<file path="src/rtl/intr_pkg.sv">
package intr_pkg;

    localparam int NUM_MASKABLE = 15;
    localparam int NUM_PERIPH   = NUM_MASKABLE - 1;
    localparam int SRC_W        = 5;
    localparam int VEC_W        = 16;
    localparam int PSEL_W       = 4;
    localparam logic [VEC_W-1:0] VEC_TOP = 16'hFFF2;

    typedef enum logic [SRC_W-1:0] {
        SRC_IRQ    = 5'd0,
        SRC_RTI    = 5'd1,
        SRC_IC1    = 5'd2,
        SRC_IC2    = 5'd3,
        SRC_IC3    = 5'd4,
        SRC_OC1    = 5'd5,
        SRC_OC2    = 5'd6,
        SRC_OC3    = 5'd7,
        SRC_OC4    = 5'd8,
        SRC_OC5    = 5'd9,
        SRC_TOV    = 5'd10,
        SRC_PAOV   = 5'd11,
        SRC_PAEDGE = 5'd12,
        SRC_SPI    = 5'd13,
        SRC_SCI    = 5'd14,
        SRC_XIRQ   = 5'd15,
        SRC_SWI    = 5'd16,
        SRC_ILLOP  = 5'd17
    } src_e;

    typedef struct packed {
        logic             valid;
        src_e             src;
        logic [VEC_W-1:0] vec;
    } grant_t;

    typedef struct packed {
        logic       hit;
        logic [3:0] idx;
    } promo_t;

    function automatic promo_t decode_psel(input logic [PSEL_W-1:0] code);
        promo_t r;
        r.hit = 1'b1;
        if (code < 4'd5) begin
            r.idx = code + 4'd10;
        end else if (code == 4'd5) begin
            r.hit = 1'b0;
            r.idx = 4'd0;
        end else begin
            r.idx = code - 4'd6;
        end
        return r;
    endfunction

    function automatic logic [VEC_W-1:0] vector_of(input src_e s);
        logic [VEC_W-1:0] n;
        n = {11'd0, s};
        if (s <= SRC_SCI)
            return VEC_TOP - (n << 1);
        else
            return VEC_TOP + ((n - 16'd14) << 1);
    endfunction

endpackage

</file>
<file path="src/rtl/irq_qualifier.sv">
module irq_qualifier (
    input  logic clk,
    input  logic rst,
    input  logic irq_n,
    input  logic edge_sel,
    input  logic ack,
    output logic irq_req
);
    logic pin_prev;
    logic edge_hold;
    logic fall_now;

    assign fall_now = pin_prev & ~irq_n;

    always_ff @(posedge clk) begin
        if (rst) begin
            pin_prev  <= 1'b1;
            edge_hold <= 1'b0;
        end else begin
            pin_prev  <= irq_n;
            edge_hold <= fall_now | (edge_hold & ~ack);
        end
    end

    assign irq_req = edge_sel ? (edge_hold | fall_now) : ~irq_n;


    edge_hold_chk: assert property (@(posedge clk) disable iff (rst)
        edge_hold && !ack |=> edge_hold);

endmodule

</file>
<file path="src/rtl/prio_select_reg.sv">
module prio_select_reg
    import intr_pkg::*;
#(
    parameter logic [PSEL_W-1:0] RESET_CODE = 4'b0101
) (
    input  logic              clk,
    input  logic              rst,
    input  logic              we,
    input  logic [PSEL_W-1:0] wdata,
    input  logic              i_mask,
    output logic [PSEL_W-1:0] psel_q
);
    always_ff @(posedge clk) begin
        if (rst)
            psel_q <= RESET_CODE;
        else if (we && i_mask)
            psel_q <= wdata;
    end


    locked_write_chk: assert property (@(posedge clk) disable iff (rst)
        we && !i_mask |=> $stable(psel_q));


    open_write_chk: assert property (@(posedge clk) disable iff (rst)
        we && i_mask |=> psel_q == $past(wdata));

endmodule

</file>
<file path="src/rtl/vector_arbiter.sv">
module vector_arbiter
    import intr_pkg::*;
(
    input  logic                    clk,
    input  logic                    rst,
    input  logic [NUM_MASKABLE-1:0] mreq,
    input  logic [PSEL_W-1:0]       psel,
    input  logic                    i_mask,
    input  logic                    x_mask,
    input  logic                    xirq,
    input  logic                    swi,
    input  logic                    ill,
    output grant_t                  grant
);
    logic [NUM_MASKABLE-1:0] req_g;
    promo_t                  promo;
    src_e                    pick;
    logic                    pick_valid;
    grant_t                  nxt;

    assign promo = decode_psel(psel);

    always_comb begin
        req_g      = i_mask ? '0 : mreq;
        pick_valid = 1'b0;
        pick       = SRC_IRQ;
        for (int k = NUM_MASKABLE - 1; k >= 0; k--) begin
            if (req_g[k]) begin
                pick_valid = 1'b1;
                pick       = src_e'(k[SRC_W-1:0]);
            end
        end
        if (promo.hit && req_g[promo.idx]) begin
            pick_valid = 1'b1;
            pick       = src_e'({1'b0, promo.idx});
        end

        nxt = '0;
        if (ill) begin
            nxt.valid = 1'b1;
            nxt.src   = SRC_ILLOP;
        end else if (swi) begin
            nxt.valid = 1'b1;
            nxt.src   = SRC_SWI;
        end else if (xirq && !x_mask) begin
            nxt.valid = 1'b1;
            nxt.src   = SRC_XIRQ;
        end else if (pick_valid) begin
            nxt.valid = 1'b1;
            nxt.src   = pick;
        end
        if (nxt.valid)
            nxt.vec = vector_of(nxt.src);
    end

    always_ff @(posedge clk) begin
        if (rst)
            grant <= '0;
        else
            grant <= nxt;
    end


    illop_wins_chk: assert property (@(posedge clk) disable iff (rst)
        ill |=> grant.valid && grant.src == SRC_ILLOP);


    masked_idle_chk: assert property (@(posedge clk) disable iff (rst)
        i_mask && !ill && !swi && !(xirq && !x_mask) |=> !grant.valid);


    vec_form_chk: assert property (@(posedge clk) disable iff (rst)
        grant.valid |-> grant.vec[15:6] == 10'h3FF && !grant.vec[0]);


    idle_zero_chk: assert property (@(posedge clk) disable iff (rst)
        !grant.valid |-> grant.src == SRC_IRQ && grant.vec == '0);

endmodule

</file>
<file path="src/rtl/intr_vector_resolver.sv">
module intr_vector_resolver
    import intr_pkg::*;
#(
    parameter logic [3:0] PSEL_RESET = 4'b0101
) (
    input  logic        clk,
    input  logic        rst,
    input  logic        irq_n,
    input  logic        irq_edge_sel,
    input  logic        irq_ack,
    input  logic [13:0] periph_pend,
    input  logic [13:0] periph_en,
    input  logic        i_mask,
    input  logic        x_mask,
    input  logic        xirq_req,
    input  logic        swi_req,
    input  logic        illop_req,
    input  logic        psel_we,
    input  logic [3:0]  psel_wdata,
    output logic [3:0]  psel_q,
    output logic        grant_valid,
    output logic [4:0]  grant_src,
    output logic [15:0] grant_vec
);
    logic [NUM_MASKABLE-1:0] mreq;
    logic                    pin_req;
    grant_t                  grant;

    irq_qualifier u_pin (
        .clk      (clk),
        .rst      (rst),
        .irq_n    (irq_n),
        .edge_sel (irq_edge_sel),
        .ack      (irq_ack),
        .irq_req  (pin_req)
    );

    prio_select_reg #(.RESET_CODE(PSEL_RESET)) u_psel (
        .clk    (clk),
        .rst    (rst),
        .we     (psel_we),
        .wdata  (psel_wdata),
        .i_mask (i_mask),
        .psel_q (psel_q)
    );

    assign mreq[0] = pin_req;
    for (genvar g = 1; g < NUM_MASKABLE; g++) begin : g_periph
        assign mreq[g] = periph_pend[g-1] & periph_en[g-1];
    end

    vector_arbiter u_arb (
        .clk    (clk),
        .rst    (rst),
        .mreq   (mreq),
        .psel   (psel_q),
        .i_mask (i_mask),
        .x_mask (x_mask),
        .xirq   (xirq_req),
        .swi    (swi_req),
        .ill    (illop_req),
        .grant  (grant)
    );

    assign grant_valid = grant.valid;
    assign grant_src   = grant.src;
    assign grant_vec   = grant.vec;

endmodule

</file>
<file path="config.mk">
export PLATFORM = sky130hd
export DESIGN_NAME = intr_vector_resolver
export DESIGN_NICKNAME = d
export VERILOG_FILES = /design/src/rtl/intr_pkg.sv /design/src/rtl/irq_qualifier.sv /design/src/rtl/prio_select_reg.sv /design/src/rtl/vector_arbiter.sv /design/src/rtl/intr_vector_resolver.sv
export SDC_FILE = /design/constraint.sdc
export NUM_CORES = 1
export LEC_CHECK = 0
export ABC_AREA = 1
export CAP_MARGIN = 20
export CORE_UTILIZATION = 40
export DETAILED_ROUTE_END_ITERATION = 12
export GPL_TIMING_DRIVEN = 0
export PLACE_DENSITY_LB_ADDON = 0.25
export SYNTH_ARGS = -nofsm -noshare
export SYNTH_HDL_FRONTEND = slang
export SYNTH_HIERARCHICAL = 1
export SYNTH_SLANG_ARGS = --single-unit
export TNS_END_PERCENT = 10
</file>
<file path="constraint.sdc">
create_clock -name clk -period 4.7 [get_ports clk]
set_input_delay 0.47 -clock clk [delete_from_list [all_inputs] [get_ports clk]]
set_output_delay 0.47 -clock clk [all_outputs]
set_load 0.01 [all_outputs]
</file>
==> Word level (Yosys, flattened, before mapping) <==
Cells that the tools add are included.
{ "totals": {"reg_bits": 28, "latchBits": 0, "ramBits": 0, "romBits": 0, "in_bits": 43, "out_inout_bits": 26, "elab_cells": 86, "memories": 0} }
{ "classes": {"addsub": 5, "multipliers": 0, "div_mod_pow": 0, "n_lt_le_gt_ge": 3, "eq_ne": 1, "shift": 0, "n_mux": 45, "bitwise_logic": 21, "n_reduce_logical": 5} }
{ "op_table": {"columns": ["operator", "n"], "rows": [
  ["two-way mux 4 bit", 18],
  ["two-way mux 6 bit", 4],
  ["two-way mux 1 bit", 20],
  ["adder 16 bit (first input constant)", 1],
  ["bitwise AND 1 bit", 16],
  ["two-way mux 16 bit", 1],
  ["two-way mux 15 bit", 1],
  ["subtractor 5 x 7 -> 8 bit (first input constant)", 1],
  ["subtractor 5 x 4 -> 6 bit (second input constant)", 1],
  ["<= comparator 5 x 4 -> 1 bit (second input constant)", 1],
  ["< comparator 4 x 5 -> 1 bit (second input constant)", 1],
  ["adder 4 bit (second input constant)", 1],
  ["binary-select mux 1 bit (select 4 bit)", 1],
  ["equality test 4 x 3 -> 1 bit (second input constant)", 1],
  ["< comparator 4 x 3 -> 1 bit (second input constant)", 1],
  ["subtractor 4 x 3 -> 4 bit (second input constant)", 1],
  ["logical AND 1 bit", 3],
  ["inverter 1 bit", 3],
  ["bitwise OR 1 bit", 2],
  ["OR reduction 2 bit", 1],
  ["zero test 1 bit", 1]
]} }

==> Longest topological paths before layout <==
Gate-level depths: netlist (run 1).
{ "logic_depth": {"depth_word": 28, "ltp_mapped": 24, "mapped_depth_nobuf": 24} }

==> Cells and area by module <==
Netlist (run 1), hierarchy kept.
{ "by_module_without_submodules": {"columns": ["mod", "instances", "cells_per_inst", "area_each_um2", "seq_area_each_um2"], "rows": [
  ["vector_arbiter", 1, 218, 1397.6, 260.2],
  ["prio_select_reg", 1, 22, 155.1, 80.1],
  ["intr_vector_resolver", 1, 28, 105.1, 0.0],
  ["irq_qualifier", 1, 15, 92.6, 40.0]
]} }

==> Worst setup path before layout (run 1) <==
Ideal clock, no wire load.
{ "synth_path": {"path_kind": "register to register", "start": "register u_psel.psel_q[2]", "end": "register u_arb/grant[4] (netlist name)", "setup_time_ps": 118, "arrival_time_ps": 2292, "required_ps": 4582, "setup_slack_ps": 2290, "path_stages_with_launch": 20, "n_path_buf": 0, "period_less_slack_ps": 2410, "path_cell_list": "dfxtp_1 > ha_1 > inv_1 > nor2_1 > nand3_1 > nand2_2 > nand2_4 > nand3_4 > nand2_1 > nand3_1 > nand2_1 > inv_1 > ha_1 > nand3_4 > inv_2 > nand3_2 > nand2_2 > nand2_1 > nand2_1 > nor2_1"} }
{ "synth_lines": {"columns": ["item", "line", "text"], "rows": [
  ["start: declaration", "prio_select_reg.sv:11", "output logic [PSEL_W-1:0] psel_q"],
  ["start signal: assignment", "prio_select_reg.sv:17", "psel_q <= wdata;"]
]} }

==> impl_results.md, run 1 <==
- Final #Nets: 402
- Worst skew pair latency: 0.25 ns
- Synth unique cells: 27
- Clock Skew: 0.001675 ns
- Multi-input gate area: 1032 um^2
- Core area: 4086 um^2
- Synth area leader: dfxtp_1
- #FFs+latches synth: 19
- P&R area growth vs syn: 44.46%
- IR drop worst, VDD: 0.0001620 V
- Int Power: 0.3750 mW
- Crit-path max FO: 10
- Post-CTS Resized: 0
- Worst Hold Path EP: u_pin/edge_hold
- Height of the die: 68.15 um
- Layout fillers: 416
- Drt wl/cell: 8.832 um
- Minimum clock period: 2.892 ns
- Setup crit end kind: flop
- H-tree Lvls: 1
- Min-delay src: u_pin/pin_prev
- Area post-placement: 2484 um^2
- Period utilisation layout: 61.53%
- Mean area per synthesized cell: 6.185 um^2
- Setup-failing EPs final: 0
- NetSw: 0.1965 mW
- Syn_nets: 330
- Clock share of power: 19.4%
- Yosys top cell area share: 21.73%
- Overflow after GRT: 0
- Row count: 23
- Switching share of power: 34.38%
- CTS Buf Count: 3
- Layout cells sized above 1: 16.95%
- Buffers on Ports: 67
- Remaining antenna violation count after routing: 0
- Setup Buffers After CTS: 0
- Final hold vios: 0
- Clk slew on worst S/H paths: 0.07 ns
- First-pass GRT wire length: 6.334 mm
- Syn Inst Count: 283
- Lkg Pwr: 1.323 nW
- Util after Layout: 61.88%
- Hold depth: 2
- Vias in the first global route: 1594
- Final TNS setup: 0 ns
- N_diodes: 0
- Max clock buf depth: 2
- Initial drt markers: 41
- Drc violations: 0
- Commonest non-fill, non-tap cell in the layout: nand2_1
- DR vias/cell: 4.421
- R2R Path Start: u_psel/psel_q[2]
- Synth area leaders: dfxtp_1 (22%), nand2_1 (15%), inv_1 (12%)
- FF-to-FF path depth: 19
- Status: finished clean
- Share of power burned in registers: 32.2%
- Die ar.: 4644 um^2
- Routability congestion estimate from global placement: 0.8737
- Initial Utilization: 42.84%
- Arr. time, crit path: 3.03 ns
- Commonest cells after routing, fill and taps aside: nand2_1 (70), clkdlybuf4s50_1 (67), inv_1 (58), nor2_1 (27), nand3_1 (26)
- DPL Wire Length: 2.963 mm
- # hold bufs at CTS: 0
- Initial antenna violation count: 0
- Tightest hold margin: 0.4527 ns
- CP startpoint kind: input pin
- Power Density: 226.0 nW/um^2
- Post-route cell area: 2529 um^2
- First drt pass iteration count: 5
- Logic pwr share: 48.4%
- Crit Path Category: in2reg
- Synthesized area: 1750 um^2
- Slew Limit Fails: 0
- Hold Path Class: reg2reg
- Seq/Total Area, Yosys: 21.73%
- Synthesis warning total: 6
- CTS root buf: clkbuf_8
- Unrepaired setup endpoints after global routing: no
- I/O pins: 69
- Die width: 68.15 um
- Flip-flop and latch area: 380.4 um^2
- CTS sink count: 19
- Highest Clock Rate: 0.3458 GHz
- WP data required: 4.84 ns
- Drt total wl: 3.568 mm
- All-Layer GR Usage: 17.40%
- Vias: 1786
- Max cap viols: 0
- CTS tree: built
- Largest net degree at the start of global routing: 11
- RR Endpoint: u_arb/grant[4]
- Reg2reg setup slack: 2.01 ns
-- final cells by class --
cell class / instances / area share, %
Multi-Input combinational cell: 187 / 40.82
Timing Repair Buffer: 67 / 26.52
Sequential cell: 19 / 15.04
Inverter: 66 / 9.797
Buffer: 11 / 3.563
Tap cell: 50 / 2.474
Clock buffer: 4 / 1.781
-- cells in the mapped netlist, drive strengths merged --
library cell	number
nand4	4
a21oi	6
buf	11
and2	1
nor2	39
nor3	2
a31oi	2
dfxtp	19
nand3	39
inv	65
a41oi	1
xnor2	1
xor2	2
o21ai	2
clkinv	1
conb	1
ha	4
nand2	83
-- worst max-delay path by stage --
stage,endpoint,start,slack [ns]
finish,u_arb/grant[14],i_mask,1.81
global route,u_arb/grant[3],i_mask,1.57
CTS,u_arb/grant[4],i_mask,1.79
detailed placement,u_arb/grant[14],i_mask,1.54
global placement,u_arb/grant[4],i_mask,1.57
floorplan,u_arb/grant[4],u_psel/psel_q[2],2.29
-- worst max-delay path, cell delays in order --
cell             delay (ns)
clkdlybuf4s50_1        0.51
buf_6                  0.20
nor2_1                 0.18
nand3_1                0.10
nand3_1                0.10
nand3_2                0.08
nand3_4                0.11
nand3_4                0.11
nand2_1                0.08
nand3_1                0.08
nand2_1                0.17
inv_1                  0.10
ha_1                   0.24
nand3_4                0.12
inv_2                  0.04
nand3_2                0.08
nand2_2                0.07
nor2_1                 0.10
nor2_1                 0.04
-- per-stage QoR --
step	total power, mW	worst slack, ns	std cells
after floorplan	0.3610	2.290	283
after global routing	0.6207	1.568	404
after detailed placement	0.4660	1.545	400
after CTS	0.5771	1.793	404
final	0.5715	1.808	404
after global placement	0.4619	1.570	400
-- sequential cells by signal, summed over array words and instances (netlist names) --
| name | flops |
|---|---|
| u_psel/psel_q | 4 |
| u_pin/edge_hold | 1 |
| u_pin/pin_prev | 1 |
| u_arb/grant | 13 |
-- per-layer routing --
layer  vias up  track usage (%)  routed length [um]
met1       746            22.60                1721
met4         0            3.125                   8
met5         -                0                   0
met2        52            29.04                1624
li1        986                -                   -
met3         2            4.333                 215
-- cells by family (layout without fill, tap and decap cells) --
family                   count (synthesis)  in the layout  synth area share [%]
buffers and inverters                   77            148                 19.30
flip-flops                              19             19                 21.73
adder cells (fa/ha/maj)                  4              4                 2.859
other                                    1              1                0.2142
XOR/XNOR                                 3              3                 1.501
AO/OA/AOI/OAI                           11             11                 3.503
AND/OR/NAND/NOR                        168            168                 50.89
-- power by group through the flow --
| stage | clock network (mW) | registers, mW | logic, mW |
|---|---|---|---|
| 2_1_floorplan | 0 | 0.194 | 0.167 |
| 3_5_place_dp | 0 | 0.188 | 0.278 |
| 4_1_cts | 0.113 | 0.185 | 0.279 |
| 6_report | 0.111 | 0.184 | 0.277 |
| 3_3_place_gp | 0 | 0.188 | 0.274 |
| 5_1_grt | 0.123 | 0.186 | 0.311 |
No activity file was read; power rests on OpenSTA's default activity.
==> inputs of run 2 (changes only) <==
==> constraint.sdc (replaced) <==
create_clock -name clk -period 3 [get_ports clk]
set_input_delay 0.3 -clock clk [delete_from_list [all_inputs] [get_ports clk]]
set_output_delay 0.3 -clock clk [all_outputs]
set_load 0.01 [all_outputs]
==> results of run 2 <==
Same layout as run 1 (identical final DEF). Status: finished clean.
Among the figures that moved: setup slack after placement 1.545 ns -> 0.01478 ns; setup slack after layout 1.808 ns -> 0.2779 ns; register-to-register setup slack 2.01 ns -> 0.31 ns; total power 0.5715 mW -> 0.8953 mW; worst IR drop on VDD 0.0001620 V -> 0.0002538 V
==> inputs of run 3 (changes only) <==
--- a/config.mk
+++ b/config.mk
@@ -6,7 +6,8 @@
 export NUM_CORES = 1
 export LEC_CHECK = 0
 export ABC_AREA = 1
-export CAP_MARGIN = 20
+export CAP_MARGIN = 5
+export CORE_MARGIN = 3
 export CORE_UTILIZATION = 40
 export DETAILED_ROUTE_END_ITERATION = 12
 export GPL_TIMING_DRIVEN = 0
==> constraint.sdc (replaced) <==
create_clock -name clk -period 2.32 [get_ports clk]
set_input_delay 0.232 -clock clk [delete_from_list [all_inputs] [get_ports clk]]
set_output_delay 0.232 -clock clk [all_outputs]
set_load 0.01 [all_outputs]
==> impl_results.md, run 3 (synthesis gave the netlist of run 1 again) <==
- Status: finished, violations left
- Failing checks: setup timing
- First drt pass iteration count: 4 (-1)
- Final worst setup slack: -0.04958 ns
- Overflow after GRT: 0 (unchanged)
- Slowest-stage cell, CP: dfxtp_4
- N_diodes: 0 (unchanged)
- DPL Wire Length: 3.241 mm (+9.4%)
- Hold Path Class: in2reg
- Initial Utilization: 42.54% (-0.30 points)
- Biggest regs: u_arb/grant (13), u_psel/psel_q (4)
- Drc violations: 0 (unchanged)
- Height of the die: 72.15 um (+5.9%)
- Rel. slew slack: 59.34%
- Initial antenna violation count: 0 (unchanged)
- Max reg flops: 13 (unchanged)
- Initial drt markers: 86 (+110%)
- Arr. time, crit path: 2.56 ns
- CTS root buf: clkbuf_8
- CTS tree: built
- # hold bufs at CTS: 0 (unchanged)
- Clk slew on worst S/H paths: 0.07 ns (about the same)
- DR vias/cell: 4.664 (+5.5%)
- Lkg Pwr: 1.473 nW (+11%)
- Layout fillers: 353 (-15%)
- Post-route cell area: 2914 um^2 (+15%)
- Period utilisation layout: 102.1%
- All-Layer GR Usage: 15.64% (-1.8 points)
- Highest Clock Rate: 0.4220 GHz
- Buffers on Ports: 67 (unchanged)
- Core area: 4115 um^2 (+0.70%)
- Drt wl/cell: 10.72 um (+21%)
- Most flop-heavy register: u_arb/grant
- CTS Buf Count: 3 (unchanged)
- Slew Limit Fails: 0 (unchanged)
- Commonest non-fill, non-tap cell in the layout: clkdlybuf4s50_1
- Slew @ Worst Pin: 0.6092 ns
- WP data required: 2.51 ns
- Setup crit end kind: flop
- Worst path cell trace: ha_4 -> inv_2 -> nor2_4 -> nand3_2 -> nand2_2 -> nand2_4 -> nand3_4 -> nand2_2 -> nand3_2 -> nand2_4 -> inv_4 -> ha_4 -> nand3_4 -> inv_2 -> nand3_4 -> nand2_4 -> nand2_1 -> a21oi_2
- Minimum clock period: 2.370 ns
- Commonest cells after routing, fill and taps aside: clkdlybuf4s50_1 (65), nand2_1 (60), inv_1 (55), buf_4 (29), nor2_1 (21)
- Crit Path Category: reg2reg
- Worst skew pair latency: 0.25 ns (about the same)
- Clock Skew: 0.002856 ns (+0.001181 ns)
- Max cap viols: 0 (unchanged)
- H-tree Lvls: 1 (unchanged)
- CP startpoint kind: flop
- Routability congestion estimate from global placement: 0.8572 (-1.9%)
- Die ar.: 5206 um^2 (+12%)
- Drt total wl: 4.555 mm (+28%)
- Setup-failing EPs final: 5 (+5)
- Layout cells sized above 1: 31.47% (+15 points)
- Vias: 1982 (+11%)
- Final hold vios: 0 (unchanged)
- Area post-placement: 2506 um^2 (+0.91%)
- CTS sink count: 19 (unchanged)
- I/O pins: 69 (unchanged)
- Vias in the first global route: 1633 (+2.4%)
- Crit-path max FO: 5 (-5)
- First-pass GRT wire length: 6.658 mm (+5.1%)
- Power Density: 449.4 nW/um^2
- Peak per-stage delay on the critical path: 0.38 ns (-0.13 ns)
- Remaining antenna violation count after routing: 0 (unchanged)
- Util after Layout: 70.81% (+8.9 points)
- Final #Nets: 423 (+5.2%)
- Max clock buf depth: 2 (unchanged)
- Die width: 72.15 um (+5.9%)
- Unrepaired setup endpoints after global routing: yes
- Row count: 23 (unchanged)
- P&R area growth vs syn: 66.48%
- Largest net degree at the start of global routing: 11 (unchanged)
- IR drop worst, VDD: 0.0003899 V
-- run 3: final timing paths --
kind                                  startpoint               to  slack, ns  cells after the start
worst min-delay path                       irq_n   u_pin/pin_prev       0.22                      3
worst min register to register    u_pin/pin_prev  u_pin/edge_hold       0.45                      2
worst max-delay path            u_psel/psel_q[2]   u_arb/grant[2]      -0.05                     18
worst max register to register  u_psel/psel_q[2]   u_arb/grant[2]      -0.05                     18
-- run 3: final cells by class --
class | instances | area [um^2] | area share, %
Timing Repair Buffer | 88 | 842.1 | 28.90
Clock buffer | 4 | 45.04 | 1.546
Tap cell | 50 | 62.56 | 2.147
Sequential cell | 19 | 392.9 | 13.48
Inverter | 66 | 260.3 | 8.931
Multi-Input combinational cell | 187 | 1221 | 41.91
Buffer | 11 | 90.09 | 3.091
-- run 3: per-stage QoR --
step | std cells | power (mW) | worst slack (ns) | setup TNS [ns] | hold WS [ns]
final | 425 | 1.309 | -0.04958 | -0.1386 | 0.2243
after global routing | 425 | 1.396 | -0.1868 | -0.8925 | 0.2497
after CTS | 411 | 1.208 | 0.006950 | 0 | 0.4516
after detailed placement | 400 | 0.9513 | -0.5982 | -3.225 | 0.4418
after global placement | 400 | 0.9413 | -0.5486 | -3.053 | 0.4381
after floorplan | 283 | 0.7372 | 0.01446 | 0 | 0.3011
-- run 3: repair_timing --
item,in CTS,in global routing
gates resized for setup,15,41
endpoints found under the setup margin,6,6
buffers inserted,7,14
pin swaps,3,21
-- run 3: worst max-delay path: cells and delay by family, from the launching register on --
family / cells / cell delay (ns)
buffers and inverters: 3 / 0.25
AO/OA/AOI/OAI: 1 / 0.12
adder cells (fa/ha/maj): 2 / 0.42
flip-flops: 1 / 0.38
AND/OR/NAND/NOR: 12 / 1.13
-- run 3: layer usage --
metal | up-vias | track usage, % | share of wire, %
met5 | - | 0 | 0
met4 | 0 | 2.296 | 1.2
met3 | 6 | 3.878 | 7.2
met2 | 74 | 27.70 | 50
met1 | 871 | 19.44 | 42
li1 | 1031 | - | -
-- run 3: power breakdown --
group          internal, mW  switching [mW]
Sequential            0.355          0.0190
Combinational         0.362           0.347
Clock                 0.122           0.104
Total                 0.839           0.470
